### config.mk
export PLATFORM = sky130hd
export DESIGN_NAME = ddc_clkctl
export DESIGN_NICKNAME = d
export VERILOG_FILES = /design/src/rtl/ddc_clkctl_pkg.sv /design/src/rtl/ddc_prediv.sv /design/src/rtl/ddc_sclgen.sv /design/src/rtl/ddc_ctlreg.sv /design/src/rtl/ddc_clkctl.sv
export SDC_FILE = /design/constraint.sdc
export NUM_CORES = 1
export LEC_CHECK = 0
export CAP_MARGIN = 5
export CORE_MARGIN = 2
export CORE_UTILIZATION = 45
export DETAILED_ROUTE_END_ITERATION = 6
export DONT_BUFFER_PORTS = 1
export MAX_ROUTING_LAYER = met4
export PLACE_DENSITY_LB_ADDON = 0.1
export RECOVER_POWER = 50
export SYNTH_ARGS = -nofsm -noshare
export SYNTH_HDL_FRONTEND = slang
export SYNTH_SLANG_ARGS = --single-unit
### constraint.sdc
create_clock -name clk -period 2.25 [get_ports clk]
set_clock_uncertainty 0.1 [all_clocks]
set_input_delay 0.225 -clock clk [delete_from_list [all_inputs] [get_ports clk]]
set_output_delay 0.225 -clock clk [all_outputs]
set_load 0.01 [all_outputs]
### src/rtl/ddc_clkctl_pkg.sv
package ddc_clkctl_pkg;
    localparam int CTL_W    = 8;
    localparam int PS_W     = 4;
    localparam int ACK_BIT  = 7;
    localparam int SRC_BIT  = 6;
    localparam int IEN_BIT  = 5;
    localparam int PEND_BIT = 4;
    localparam int NUM_EV   = 4;

    typedef enum logic [1:0] {
        PH_LOW     = 2'd0,
        PH_HIGH    = 2'd1,
        PH_STRETCH = 2'd2
    } phase_t;
endpackage

### src/rtl/ddc_prediv.sv
module ddc_prediv #(
    parameter int DIV_FAST = 10,
    parameter int DIV_SLOW = 256
) (
    input  logic clk,
    input  logic rst_n,
    input  logic sel_slow,
    input  logic run,
    output logic tick
);
    localparam int MAXD = (DIV_FAST > DIV_SLOW) ? DIV_FAST : DIV_SLOW;
    localparam int CW   = (MAXD > 2) ? $clog2(MAXD) : 1;
    localparam logic [CW-1:0] LIM_FAST = CW'(DIV_FAST - 1);
    localparam logic [CW-1:0] LIM_SLOW = CW'(DIV_SLOW - 1);

    logic [CW-1:0] cnt_q;
    logic [CW-1:0] lim;

    always_comb begin
        lim  = sel_slow ? LIM_SLOW : LIM_FAST;
        tick = run && (cnt_q >= lim);
    end

    always_ff @(posedge clk) begin
        if (!rst_n) begin
            cnt_q <= '0;
        end else if (run) begin
            cnt_q <= tick ? '0 : cnt_q + 1'b1;
        end
    end
endmodule

### src/rtl/ddc_sclgen.sv
module ddc_sclgen
    import ddc_clkctl_pkg::*;
#(
    parameter int PW = PS_W
) (
    input  logic          clk,
    input  logic          rst_n,
    input  logic          tick,
    input  logic [PW-1:0] ps_req,
    input  logic          src_req,
    input  logic          scl_in,
    output logic          scl_out,
    output logic          run,
    output logic          src_act
);
    phase_t        state_q, state_d;
    logic [PW-1:0] hcnt_q, ps_act_q;
    logic          src_q;
    logic          boundary;

    assign boundary = tick && (hcnt_q == ps_act_q);

    // state register
    always_ff @(posedge clk) begin
        if (!rst_n) begin
            state_q  <= PH_HIGH;
            hcnt_q   <= '0;
            ps_act_q <= '0;
            src_q    <= 1'b0;
        end else begin
            state_q <= state_d;
            if (boundary) begin
                hcnt_q   <= '0;
                ps_act_q <= ps_req;
                src_q    <= src_req;
            end else if (tick) begin
                hcnt_q <= hcnt_q + 1'b1;
            end
        end
    end

    // next state
    always_comb begin
        state_d = state_q;
        unique case (state_q)
            PH_LOW:     if (boundary) state_d = PH_HIGH;
            PH_HIGH: begin
                if (!scl_in)       state_d = PH_STRETCH;
                else if (boundary) state_d = PH_LOW;
            end
            PH_STRETCH: if (scl_in) state_d = boundary ? PH_LOW : PH_HIGH;
            default:    state_d = PH_HIGH;
        endcase
    end

    // outputs
    always_comb begin
        scl_out = (state_q != PH_LOW);
        run     = !scl_out || scl_in;
        src_act = src_q;
    end
endmodule

### src/rtl/ddc_ctlreg.sv
module ddc_ctlreg
    import ddc_clkctl_pkg::*;
(
    input  logic              clk,
    input  logic              rst_n,
    input  logic              wr_en,
    input  logic [CTL_W-1:0]  wdata,
    input  logic              stat_en,
    input  logic [NUM_EV-1:0] ev,
    output logic [CTL_W-1:0]  rdata,
    output logic              irq,
    output logic              ack_en,
    output logic              src_sel,
    output logic [PS_W-1:0]   ps_val
);
    logic [CTL_W-1:0] cfg_q;
    logic             flag_q, flag_d, clr_wr, vis_flag;

    always_comb begin
        clr_wr   = wr_en && !wdata[PEND_BIT];
        flag_d   = stat_en && ((|ev) || (flag_q && !clr_wr));
        vis_flag = flag_q && stat_en;
    end

    always_ff @(posedge clk) begin
        if (!rst_n) begin
            cfg_q  <= '0;
            flag_q <= 1'b0;
        end else begin
            if (wr_en) begin
                cfg_q           <= wdata;
                cfg_q[PEND_BIT] <= 1'b0;
            end
            flag_q <= flag_d;
        end
    end

    always_comb begin
        rdata           = cfg_q;
        rdata[PEND_BIT] = vis_flag;
        irq             = cfg_q[IEN_BIT] && vis_flag;
        ack_en          = cfg_q[ACK_BIT];
        src_sel         = cfg_q[SRC_BIT];
        ps_val          = cfg_q[PS_W-1:0];
    end
endmodule

### src/rtl/ddc_clkctl.sv
module ddc_clkctl
    import ddc_clkctl_pkg::*;
#(
    parameter int DIV_FAST = 10,
    parameter int DIV_SLOW = 256
) (
    input  logic       clk,
    input  logic       rst_n,
    input  logic       wr_en,
    input  logic [7:0] wdata,
    output logic [7:0] rdata,
    input  logic       stat_en,
    input  logic       ev_addr_hit,
    input  logic       ev_arb_lost,
    input  logic       ev_xfer_done,
    input  logic       ev_mode1_entry,
    input  logic       scl_in,
    output logic       scl_out,
    output logic       ack_en,
    output logic       irq
);
    logic [NUM_EV-1:0] ev;
    logic              src_sel, src_act, run, tick;
    logic [PS_W-1:0]   ps_val;

    assign ev = {ev_mode1_entry, ev_xfer_done, ev_arb_lost, ev_addr_hit};

    ddc_ctlreg u_reg (
        .clk(clk), .rst_n(rst_n), .wr_en(wr_en), .wdata(wdata),
        .stat_en(stat_en), .ev(ev), .rdata(rdata), .irq(irq),
        .ack_en(ack_en), .src_sel(src_sel), .ps_val(ps_val)
    );

    ddc_prediv #(.DIV_FAST(DIV_FAST), .DIV_SLOW(DIV_SLOW)) u_pre (
        .clk(clk), .rst_n(rst_n), .sel_slow(src_act), .run(run), .tick(tick)
    );

    ddc_sclgen #(.PW(PS_W)) u_gen (
        .clk(clk), .rst_n(rst_n), .tick(tick), .ps_req(ps_val),
        .src_req(src_sel), .scl_in(scl_in), .scl_out(scl_out),
        .run(run), .src_act(src_act)
    );
endmodule

==> results by group <==
Status
  • Status: completed

Worst setup path
  • Crit start category: flip-flop
  • Req. time, crit path: approximately 2.4 ns
  • CP max FO: 8
  • Critical path arrival: 2.21 ns
  • Kind of critical path: reg2reg
  • CP Capture Type: flip-flop

Route
  • DR vias: 1075
  • Drt wl/cell: 13.2 um
  • Initial drt markers: 46
  • Routed Antenna Nets: 0
  • Post-Route WL: 2780 um
  • Drc violations: 0
  • Initial DRT Pass Iterations: 4
  • Drt via density: 5.12

Clocking
  • Clock-pin slew on the worst setup and hold paths: between 0.1 and 0.15 ns
  • Post-CTS Setup Bufs: 0
  • CTS tree: done
  • Root buf cell: clkbuf_4
  • CTS H-tree depth: 1
  • Clk sink count: 27
  • CTS Buf Count: 3
  • CTS Buffer Depth: 2
  • Clk Latency, worst-skew pair: 0.33 ns

Logic synthesis
  • Seq/Total Area, Yosys: 37.5%
  • Synth top area cells: dfxtp_1 37%, ha_1 9.5%, mux2i_1 8.3%, nor2b_1 5.6%, xor2_1 4.9%
  • Async SR Flop Fraction: 0%
  • Synth warn: 0
  • Top-area cell type share of the netlist area: 37.5%
  • Number of flops mapped to enable cells by yosys: 0
  • Yosys reg bits: 27
  • Distinct cells, synth: 37
  • Synthesized Nets: 179
  • Cells after Synth: around 150
  • Main synth FF type: dfxtp_1
  • Avg Cell Area, Syn: 9.55 um2
  • Yosys top cell by area: dfxtp_1
  • Mapped Area: 1440 um2

Cells and area
  • Final Instance Count excl. Fillers: 210
  • Area Overhead vs Synth: 15.8%
  • Final net count: roughly 200
  • Fillers: 288
  • Antenna diode count: 0
  • Share of cells above drive strength 1: 6.63%

STA
  • Worst-Margin Slew: 0.560 ns
  • RSZ-0062 raised after global routing: false
  • Slew headroom: 62.6%
  • Final min period: 2.05 ns
  • Final Slew Violations: 0
  • Fin. Hold Viols: 0
  • Period utilization: roughly nine tenths
  • Setup tns final: 0 ns
  • Final setup viols: 0
  • Highest clock rate: a little under 500 MHz

Floorplan
  • Die Span X: 60.6 um
  • Die height: 60.6 um
  • CORE AREA: 3050 um2
  • Number of I/O pins: 28
  • Full die area: 3670 um2
  • Starting Density: 47.3%
  • Cell Rows: 20

Power
  • Max VDD drop: 0.305 mV
  • Pwr/cell area: 637 nW/um2
  • Static Leak: 0.709 nW

GRT
  • Initial antenna violation count: 0
  • GRT Residual Overflow: 0
  • Total GRT Usage: a little under a fifth
  • Vias in the first global route: 1130
  • Pin count of the biggest net entering global routing: 19
  • Global-route wire length before repair: 5000 um

Hold path
  • Min-Delay Path Class: in2reg

Placement
  • IO buf count: 0
  • Hpwl dp: roughly 1900 um
  • Placed Cells: 188
  • Gpl congestion: 0.811

Flow run
  • Max Cap Violations: 0
==> worst paths after layout <==
kind              cells past startpoint  slack (ns)              from               end
hold reg to reg                       2        0.43   u_gen.hcnt_q[3]   u_gen.hcnt_q[3]
setup / recovery                      7        0.20  u_gen.state_q[0]    u_pre.cnt_q[5]
setup reg to reg                      7        0.20  u_gen.state_q[0]    u_pre.cnt_q[5]
hold / removal                        2        0.02             rst_n  u_gen.state_q[1]
==> routing by layer <==
layer	wire, um	global-route usage, %	up-vias
met3	105	6.18	6
li1	-	-	543
met1	1160	20.0	506
met4	70	6.52	0
met5	0	-	-
met2	1450	32.9	20
==> cells in the mapped netlist, drive strengths merged, types with 2 or more instances <==
cell and instances:
clkbuf 4, and2 3, nand4 2, nand2 9, o21a 2, xnor2 3, dfxtp 27, nor4 2
xor2 8, a21oi 7, o21ai 4, nor2b 13, nor3b 2, o211ai 2, ha 11, inv 5
buf 3, mux2i 12, nand3 5, a21boi 2, nor2 12
==> metrics by stage <==
step	setup slack, ns	power [mW]	cell area, um2	util [%]	hold slack, ns
final	0.200	1.06	1670	54.7	0.0176
after global routing	0.0126	1.15	1670	54.7	0.0124
after CTS	0.0188	1.07	1670	54.7	0.00844
after detailed placement	0.199	0.823	1460	47.8	0.250
after global placement	0.296	0.810	1460	47.8	0.247
after floorplan	0.378	0.788	1440	-	0.250
==> state kept, by name, indices dropped and copies added, names as in the netlist <==
register,flops
u_reg.cfg_q,7
u_gen.ps_act_q,4
u_pre.cnt_q,8
u_gen.state_q,2
u_gen.src_act,1
u_reg.flag_q,1
u_gen.hcnt_q,4
==> cell type report <==
type                            instances  area, um2  share of cell area (%)
Tap cell                               44       55.1                    3.30
Clock inverter                          1       7.51                   0.449
Sequential cell                        27        541                    32.4
Timing Repair Buffer                   18        180                    10.8
Clock buffer                            3       22.5                    1.35
Multi-Input combinational cell        112        846                    50.6
Inverter                                5       18.8                    1.12
==> cell usage in the layout, fill, tap and decap left out, drive strengths merged <==
master and instances:
nand4 2, o211ai 2, nor3 1, nand2 9
a211oi 1, clkdlybuf4s25 1, a21oi 7, or3b 1
o31a 1, o21a 2, ha 11, dfxtp 27
a31oi 1, o21bai 1, or3 1, a21boi 2
nor3b 2, and2 3, nor2 12, nor4 2
or2 1, nand3 5, xnor2 3, mux2i 12
nor2b 13, and2b 1, o21ai 4, o2bb2ai 1
dlygate4sd3 17, and3 1, o22ai 1, inv 5
xor2 8, clkbuf 3, clkinvlp 1, and4bb 1
==> worst max-delay path: stages (launching register included) <==
cell	delay, ns
dfxtp_1	0.37
inv_1	0.07
ha_1	0.27
o211ai_2	0.26
o22ai_2	0.18
nor2_1	0.31
nand2_1	0.26
nor2_1	0.18
==> where the power goes <==
group | switching (mW) | internal (mW)
clock network | 0.147 | 0.0681
logic | 0.157 | 0.135
registers | 0.0408 | 0.517
total | 0.345 | 0.719
==> kinds of logic (layout without fill, tap and decap cells) <==
kind of cell | count (synthesis) | after routing | synth area share [%]
mux | 12 | 12 | 8.33
fa+ha+maj | 11 | 11 | 9.54
flops | 27 | 27 | 37.5
compound gates | 23 | 23 | 12.5
xor+xnor | 11 | 11 | 6.68
simple gates | 55 | 55 | 21.6
buf+inv | 12 | 27 | 3.90
==> repair_timing <==
| action | CTS | global route |
|---|---|---|
| resized for setup | 0 | 1 |
| endpoints found under the setup margin | 0 | 1 |
| hold buffers | 18 | 0 |
| hold endpoints to repair | 20 | 0 |
(Power assumes the default switching activity.)
